==> config.mk <==
export PLATFORM = sky130hd
export DESIGN_NAME = cfg_space_regfile
export DESIGN_NICKNAME = d
export VERILOG_FILES = /design/src/rtl/cfgspace_pkg.sv /design/src/rtl/cfg_wmask_lookup.sv /design/src/rtl/cfg_byte_merge.sv /design/src/rtl/cfg_space_regfile.sv
export SDC_FILE = /design/constraint.sdc
export NUM_CORES = 2
export LEC_CHECK = 0
export CORE_MARGIN = 5
export CORE_UTILIZATION = 23
export DETAILED_ROUTE_END_ITERATION = 10
export GPL_ROUTABILITY_DRIVEN = 0
export PLACE_DENSITY = 0.35
export SLEW_MARGIN = 20
export SYNTH_ARGS = -nofsm -noshare
export SYNTH_HDL_FRONTEND = slang
export SYNTH_HIERARCHICAL = 1
export SYNTH_SLANG_ARGS = --single-unit
==> constraint.sdc <==
create_clock -name clk -period 2.83 [get_ports clk]
set_input_delay 0.566 -clock clk [delete_from_list [all_inputs] [get_ports clk]]
set_output_delay 0.566 -clock clk [all_outputs]
set_load 0.01 [all_outputs]
==> src/rtl/cfgspace_pkg.sv <==
package cfgspace_pkg;

    localparam int unsigned HDR_BYTES   = 64;
    localparam int unsigned IMG_BYTES   = 256;
    localparam int unsigned W1C_OFFSET  = 8'h07;

    // writable-bit mask of one configuration byte
    function automatic logic [7:0] wmask_of(input int unsigned off);
        logic [7:0] m;
        if (off >= HDR_BYTES) begin
            m = 8'hFF;
        end else if (off >= 32'h10 && off <= 32'h27) begin
            m = 8'hFF;
        end else begin
            unique case (off)
                32'h04:  m = 8'hFF;
                32'h05:  m = 8'h07;
                32'h07:  m = 8'hF9;
                32'h0C:  m = 8'hFF;
                32'h30:  m = 8'h01;
                32'h31:  m = 8'hF8;
                32'h32:  m = 8'hFF;
                32'h33:  m = 8'hFF;
                32'h3C:  m = 8'hFF;
                default: m = 8'h00;
            endcase
        end
        return m;
    endfunction

    function automatic logic is_w1c(input int unsigned off);
        return off == W1C_OFFSET;
    endfunction

    function automatic logic [7:0] image_byte(input int unsigned off);
        logic [7:0] v;
        if (off >= HDR_BYTES) begin
            v = 8'(off) ^ 8'h5A;
        end else begin
            unique case (off)
                32'h00:  v = 8'hD1;
                32'h01:  v = 8'hC3;
                32'h02:  v = 8'h42;
                32'h03:  v = 8'h7E;
                32'h06:  v = 8'h10;
                32'h07:  v = 8'hFF;
                32'h08:  v = 8'h03;
                32'h0A:  v = 8'h80;
                32'h0B:  v = 8'h03;
                32'h2C:  v = 8'h11;
                32'h2D:  v = 8'h22;
                32'h2E:  v = 8'h33;
                32'h2F:  v = 8'h44;
                32'h3D:  v = 8'h01;
                default: v = 8'h00;
            endcase
        end
        return v;
    endfunction

    function automatic logic [IMG_BYTES*8-1:0] default_image();
        logic [IMG_BYTES*8-1:0] img;
        for (int i = 0; i < IMG_BYTES; i++) begin
            img[i*8 +: 8] = image_byte(i);
        end
        return img;
    endfunction

endpackage

==> src/rtl/cfg_wmask_lookup.sv <==
module cfg_wmask_lookup #(
    parameter int OFF_W = 8
) (
    input  logic [OFF_W-1:0] offset,
    output logic [7:0]       mask,
    output logic             w1c
);
    always_comb begin
        mask = cfgspace_pkg::wmask_of(int'(offset));
        w1c  = cfgspace_pkg::is_w1c(int'(offset));
    end
endmodule

==> src/rtl/cfg_byte_merge.sv <==
module cfg_byte_merge (
    input  logic [7:0] old_byte,
    input  logic [7:0] wr_byte,
    input  logic [7:0] mask,
    input  logic       w1c,
    output logic [7:0] new_byte
);
    logic [7:0] hit;
    logic [7:0] upd;

    always_comb begin
        hit = wr_byte & mask;
        if (w1c) begin
            upd = (~hit & old_byte) & mask;
        end else begin
            upd = hit;
        end
        new_byte = (old_byte & ~mask) | upd;
    end
endmodule

==> src/rtl/cfg_space_regfile.sv <==
module cfg_space_regfile #(
    parameter int ADDR_W = 6,
    parameter int LANES  = 4,
    parameter logic [(LANES<<ADDR_W)*8-1:0] INIT_IMAGE = cfgspace_pkg::default_image()
) (
    input  logic                 clk,
    input  logic                 rst_n,
    input  logic                 wr_en,
    input  logic [ADDR_W-1:0]    wr_addr,
    input  logic [LANES*8-1:0]   wr_data,
    input  logic [LANES-1:0]     wr_be,
    input  logic [ADDR_W-1:0]    rd_addr,
    output logic [LANES*8-1:0]   rd_data
);
    localparam int LANE_W = $clog2(LANES);
    localparam int OFF_W  = ADDR_W + LANE_W;
    localparam int BYTES  = LANES << ADDR_W;

    logic [7:0] store [BYTES];
    logic [7:0] merged [LANES];

    for (genvar l = 0; l < LANES; l++) begin : g_lane
        localparam logic [LANE_W-1:0] LI = l[LANE_W-1:0];
        logic [OFF_W-1:0] w_off;
        logic [7:0]       lane_mask;
        logic             lane_w1c;

        assign w_off = {wr_addr, LI};

        cfg_wmask_lookup #(.OFF_W(OFF_W)) u_mask (
            .offset (w_off),
            .mask   (lane_mask),
            .w1c    (lane_w1c)
        );

        cfg_byte_merge u_merge (
            .old_byte (store[w_off]),
            .wr_byte  (wr_data[8*l +: 8]),
            .mask     (lane_mask),
            .w1c      (lane_w1c),
            .new_byte (merged[l])
        );

        assign rd_data[8*l +: 8] = store[{rd_addr, LI}];
    end

    always_ff @(posedge clk or negedge rst_n) begin
        if (!rst_n) begin
            for (int i = 0; i < BYTES; i++) begin
                store[i] <= INIT_IMAGE[i*8 +: 8];
            end
        end else if (wr_en) begin
            for (int l = 0; l < LANES; l++) begin
                if (wr_be[l]) begin
                    store[{wr_addr, LANE_W'(l)}] <= merged[l];
                end
            end
        end
    end
endmodule

== Word-level counts from Yosys, hierarchy flattened ==
Cells that the tools add are included.

* Mux-type cells: 56
* Equal/unequal tests: 4
* Bitwise operators: 27
* Magnitude comparators: 24
* Reductions and logical operators: 9

{| class="wikitable"
|+ Operators with widths
! kind !! count
|-
| 2048-bit 2-to-1 mux || 7
|-
| 2048-bit bitwise mux || 4
|-
| 8-bit binary-select mux with 8-bit select || 8
|-
| 8-bit demux with 8-bit select || 4
|-
| 8-bit 2-to-1 mux || 30
|-
| 8-bit bitwise AND || 10
|-
| 9-bit >= comparator, second input constant || 8
|-
| 8-bit NOT with 9-bit output || 8
|-
| 8-bit one-hot mux with 2 select lines || 3
|-
| 8-bit NOT || 5
|-
| 9-bit by 1-bit < comparator with 1-bit output, second input constant || 4
|-
| 8-bit by 5-bit >= comparator with 1-bit output, second input constant || 4
|-
| 8-bit by 7-bit >= comparator with 1-bit output, second input constant || 4
|-
| 8-bit by 6-bit <= comparator with 1-bit output, second input constant || 4
|-
| 8-bit OR || 4
|-
| 6-bit by 4-bit equality test with 1-bit output, second input constant || 2
|-
| 1-bit logical AND || 8
|-
| 6-bit by 1-bit equality test with 1-bit output, second input constant || 1
|-
| 6-bit by 2-bit equality test with 1-bit output, second input constant || 1
|-
| 3-bit OR reduction || 1
|}

* Logic and storage cells: 376
* Register bits after elaboration: 2,048
* Bits of input ports: 51
* Output and inout bits: 32

== Depth between registers and ports, before layout ==
* Word-level depth: 19
* Mapped depth: 15
* Depth with buffers taken out: 8

== By module ==
Netlist, hierarchy kept.

{| class="wikitable"
|+ By module, submodules not included
! module !! instances !! cells each !! area each (um^2) !! sequential area each (um^2)
|-
| cfg_space_regfile || 1 || 7,679 || 111,425.6 || 52,261.4
|-
| cfg_byte_merge || 4 || 26 || 168.9 || 0.0
|-
| cfg_wmask_lookup (g_lane[0].u_mask ...) || 3 || 27 || 185.2 || 0.0
|-
| cfg_wmask_lookup (g_lane[3].u_mask) || 1 || 30 || 196.4 || 0.0
|}

== Least setup slack after synthesis ==
No wires, ideal clock.

* Kind: input to register
* From: input port wr_addr[0]
* To: register store[182] (netlist name)
* Data required time: 2,702 ps
* Path slack: -418 ps
* Stages on the path: 12
* Arrival: 3,121 ps
* Library setup time: 128 ps
* Path through: buf_6 > buf_6 > buf_6 > buf_2 > mux4_2 > nand2_1 > a31oi_1 > a2111o_1 > a22o_1 > buf_1 > clkbuf_1 > mux2_1

{| class="wikitable"
|+ RTL lines
! what !! line !! RTL
|-
| start: declaration || cfg_space_regfile.sv:9 || <nowiki>input logic [ADDR_W-1:0] wr_addr,</nowiki>
|-
| end signal: indexed assignment || cfg_space_regfile.sv:50 || <nowiki>store[i] <= INIT_IMAGE[i*8 +: 8];</nowiki>
|-
| end signal: indexed assignment || cfg_space_regfile.sv:55 || <nowiki>store[{wr_addr, LANE_W'(l)}] <= merged[l];</nowiki>
|-
| end: declaration || cfg_space_regfile.sv:19 || <nowiki>logic [7:0] store [BYTES];</nowiki>
|}

== Worst setup path after layout ==
* From: input port rd_addr[0]
* To: output port rd_data[17]

* Cells in the longest elaborated chain, start to end: 4

{| class="wikitable"
|+ RTL lines
! what !! line !! RTL
|-
| start: declaration || cfg_space_regfile.sv:12 || <nowiki>input logic [ADDR_W-1:0] rd_addr,</nowiki>
|-
| 8-bit NOT with 9-bit output (implied by the code) || cfg_space_regfile.sv:44 || <nowiki>assign rd_data[8*l +: 8] = store[{rd_addr, LI}];</nowiki>
|-
| 8-bit binary-select mux with 8-bit select || cfg_space_regfile.sv:44 ||
|-
| 8-bit 2-to-1 mux (implied by the code) (2 in a row) || cfg_space_regfile.sv:44 ||
|-
| end: declaration || cfg_space_regfile.sv:13 || <nowiki>output logic [LANES*8-1:0] rd_data</nowiki>
|}

Every way passes these cells. The select of a mux whose other input is x is not followed.

==> qor.csv <==
stage;metric;value;unit
worst_hold_path;HP Class;input pin to async pin;
power_and_ir_drop;PwrDens;551;nW/um2
cts;clk sinks;2048;
logic_synthesis;Synth cell types;82;
power_and_ir_drop;Clock power frac;42.2;%
worst_setup_path;Setup CP Type;input pin to output pin;
worst_setup_path;Worst path depth;11;
logic_synthesis;simple-gate share of the synthesized area;3.57;%
worst_setup_path;Critical Path RT;2260;ps
cts;clk_lat worst skew;970;ps
floorplanning;Initial Util;23.1;%
finish;Post-Layout Cell Count;16800;
timing;Setup violations, final;628;
worst_setup_path;Crit path max-delay family;buffers and inverters;
placed_design;hpwl dp;404000;um
power_and_ir_drop;Sw Ratio;28.3;%
worst_setup_path;CP max stage delay;500;ps
power_and_ir_drop;leakage power total;67.2;nW
power_and_ir_drop;Peak VDD IR;0.434;mV
timing;Setup Skew;55.8;ps
logic_synthesis;mean cell area of the mapped netlist;14.3;um2
timing;Slew HR;-38.3;%
finish;Largest Register;store;
logic_synthesis;adder-cell share of the synthesized area;0;%
grt;initial antenna violation count;38;
run_status;status;finished, violations left;
cts;CTS tree;built;
logic_synthesis;post-synthesis sequential area ratio;46.3;%
cts;Root Driver;clkbuf_16;
floorplanning;core outline area;489000;um2
placed_design;# port buffers;82;
power_and_ir_drop;Int Pwr;0.0627;W
detailed_routing;total routed wirelength;571000;um
logic_synthesis;ys flop type;dfrtp_1;
cts;H-tree levels;5;
worst_setup_path;CP cell instances;buf_12 -> buf_16 -> buf_16 -> buf_4 -> buf_6 -> mux4_2 -> mux2_2 -> o211ai_1 -> a21oi_4 -> buf_12 -> buf_6;
timing;Peak Freq;0.274;GHz
detailed_routing;Detailed Routing Iterations Pass 1;6;
worst_setup_path;CP Max Fanout;11;
detailed_routing;Residual DRC;0;
timing;Max Slew Vio Count;10;
finish;fill count;48200;
cts;CTS Buf Count;280;
cts;maximum clock path buffer count;4;
logic_synthesis;Synth Area in XOR/XNOR;0;%
worst_setup_path;CP bufs+invs;7;
logic_synthesis;ys async rst share;100;%
worst_setup_path;CP Launch Type;input pin;
grt;Total Routing Usage GR;21.5;%
job;MaxCap Viol Count;0;
grt;largest net degree at the start of global routing;119;
floorplanning;Die ar.;505000;um2
floorplanning;die span in x;710;um
timing;Slew @ Worst Pin;2070;ps
finish;Largest regs;store: 2048 flops;
floorplanning;row cnt;257;
finish;post-layout util;32.5;%
logic_synthesis;post-synthesis cell area;113000;um2
logic_synthesis;post-synthesis mux area share;40.0;%
timing;Final WS setup;-818;ps
power_and_ir_drop;Logic pwr share;19.0;%
logic_synthesis;compound-gate portion of the synthesized area;6.96;%
finish;share of cells above drive strength 1;71.7;%
detailed_routing;via count;85200;
placed_design;post-place setup slack;-1730;ps
timing;final worst path period need;3650;ps
grt;first-pass GRT wire length;768000;um
finish;max FFs per register;2048;
logic_synthesis;largest family of logic cells by synthesized area;multiplexers;
worst_setup_path;slowest CP cell;mux4_2;
power_and_ir_drop;Sequential Power Share;38.8;%
grt;vias in the first global route;89400;
floorplanning;Die Y;710;um
logic_synthesis;#FFs+latches synth;2048;
detailed_routing;WL per Instance;34.0;um
finish;NumNets Final;10100;
grt;GRT overflow;0;
finish;area grow syn2layout;40.8;%
logic_synthesis;number of flops mapped to enable cells by yosys;0;
worst_setup_path;r2r worst-path depth;7;
logic_synthesis;Ys Warns;6;
detailed_routing;Via density;5.08;
placed_design;DP Cell Count;16100;
timing;crit share post-route;129;%
detailed_routing;Iter 0 DRT Violations;6296;
worst_setup_path;Critical Path End Type;output pin;
timing;Hold Fails Final Rpt;0;
timing;RSZ-0062 raised after global routing;yes;
power_and_ir_drop;switching power total;0.0248;W
floorplanning;io pins;83;
worst_setup_path;worst path arrival time;3080;ps
run_status;failing checks;max-slew violations, negative setup slack;
logic_synthesis;Post-Synthesis Cells;7894;
cts;clock-pin transition on the worst setup and hold timing paths;50;ps
detailed_routing;ANT nets after route;0;
[layer usage]
layer	global-route usage [%]	up-vias	share of wire, %
li1	-	35200	-
met1	30.2	46800	45
met2	35.0	2462	47
met3	2.53	717	4.6
met4	5.92	2	3.3
met5	0	-	0.0023
[power groups by stage]
stage	sequential [W]	combinational [W]	clock [W]
after floorplan	0.0338	0.00713	0
after global placement	0.0343	0.0150	0
after detailed placement	0.0344	0.0152	0
after CTS	0.0339	0.0157	0.0381
after global routing	0.0342	0.0174	0.0391
final	0.0340	0.0166	0.0369
[synthesized netlist by cell type, types with 7 or more instances]
master / n / share of area (%)
nor2_4: 8 / 0.080
o22ai_1: 128 / 0.71
o21ai_0: 75 / 0.33
a221oi_1: 189 / 1.5
buf_4: 81 / 0.54
a31oi_1: 14 / 0.078
nand2_2: 21 / 0.12
o22a_1: 12 / 0.093
buf_1: 86 / 0.29
buf_2: 205 / 0.91
a211o_1: 12 / 0.093
a2bb2oi_1: 7 / 0.054
mux4_2: 726 / 14
a211oi_1: 34 / 0.23
nand2_1: 188 / 0.63
mux2i_1: 278 / 2.5
nor2_1: 89 / 0.30
a221o_1: 41 / 0.36
dfrtp_1: 1239 / 27
nand4_1: 29 / 0.16
nor3_1: 20 / 0.089
nor2b_1: 14 / 0.078
nand3b_1: 9 / 0.060
a21oi_1: 123 / 0.55
mux2_2: 2268 / 23
dfstp_2: 809 / 19
and2_1: 17 / 0.094
nand3_1: 18 / 0.080
mux2_1: 28 / 0.28
o211ai_1: 33 / 0.22
or2_2: 11 / 0.061
a22o_1: 21 / 0.16
clkbuf_1: 335 / 1.1
o21ai_1: 34 / 0.15
o2bb2ai_1: 67 / 0.52
o221ai_1: 26 / 0.20
buf_6: 22 / 0.22
nor2_2: 224 / 1.2
nand2b_1: 29 / 0.16
a22oi_1: 205 / 1.4
[worst paths after layout]
| kind | slack, ps | startpoint | endpoint |
|---|---|---|---|
| hold / removal | 170 | rst_n | store[1342]$_DFFE_PN0P_ |
| max in group asynchronous | 1390 | rst_n | store[176]$_DFFE_PN1P_ |
| hold reg to reg | 520 | store[869]$_DFFE_PN0P_ | store[869]$_DFFE_PN0P_ |
| min in group clk | 520 | store[869]$_DFFE_PN0P_ | store[869]$_DFFE_PN0P_ |
| setup / recovery | -820 | rd_addr[0] | rd_data[17] |
| setup reg to reg | -410 | store[699]$_DFFE_PN0P_ | store[571]$_DFFE_PN0P_ |
[repair_timing]
| item | 4_1_cts | 5_1_grt |
|---|---|---|
| hold endpoints to repair | 379 | 0 |
| setup endpoints to repair | 1224 | 1798 |
| hold buffers | 1 | 0 |
| cloned | 8 | 60 |
| resized for setup | 405 | 460 |
| setup buffers | 47 | 63 |
| pin swaps | 76 | 76 |
[per-stage QoR]
step / hold slack [ps] / TNS, ps / area, um2 / total power, W
floorplan: 270 / -251400 / 114000 / 0.0409
global placement: 462 / -2108930 / 144000 / 0.0493
detailed placement: 464 / -2133140 / 144000 / 0.0496
CTS: 86.3 / -102230 / 155000 / 0.0877
global route: 144 / -92610 / 159000 / 0.0907
finish: 174 / -88390 / 159000 / 0.0875
[cell type report]
type	instances	area [um2]	share of cell area [%]
Clock inverter	75	902	0.568
Sequential cell	2048	52300	32.9
Antenna cell	18	45.0	0.0283
Clock buffer	436	8490	5.34
Inverter	13	101	0.0638
Multi-Input combinational cell	5144	60700	38.2
Timing Repair Buffer	2561	28300	17.8
Tap cell	6475	8100	5.10
[placed cells by master, fill, tap and decap left out, types with 194 or more instances in the layout]
| master | instances |
|---|---|
| a22oi_1 | 194 |
| buf_12 | 579 |
| dfrtp_1 | 1239 |
| mux2_4 | 252 |
| clkbuf_16 | 336 |
| dfstp_2 | 809 |
| mux2_2 | 2029 |
| buf_4 | 1755 |
| nor2_2 | 227 |
| mux4_2 | 729 |
| mux2i_1 | 248 |
[logic make-up (layout without fill, tap and decap cells)]
kind of cell | Yosys count | in the layout
buf+inv | 744 | 3085
other cells | 2 | 59
compound gates | 1067 | 1070
flops | 2048 | 2048
mux | 3305 | 3305
simple gates | 728 | 728
Power figures use the tool's default switching activity.
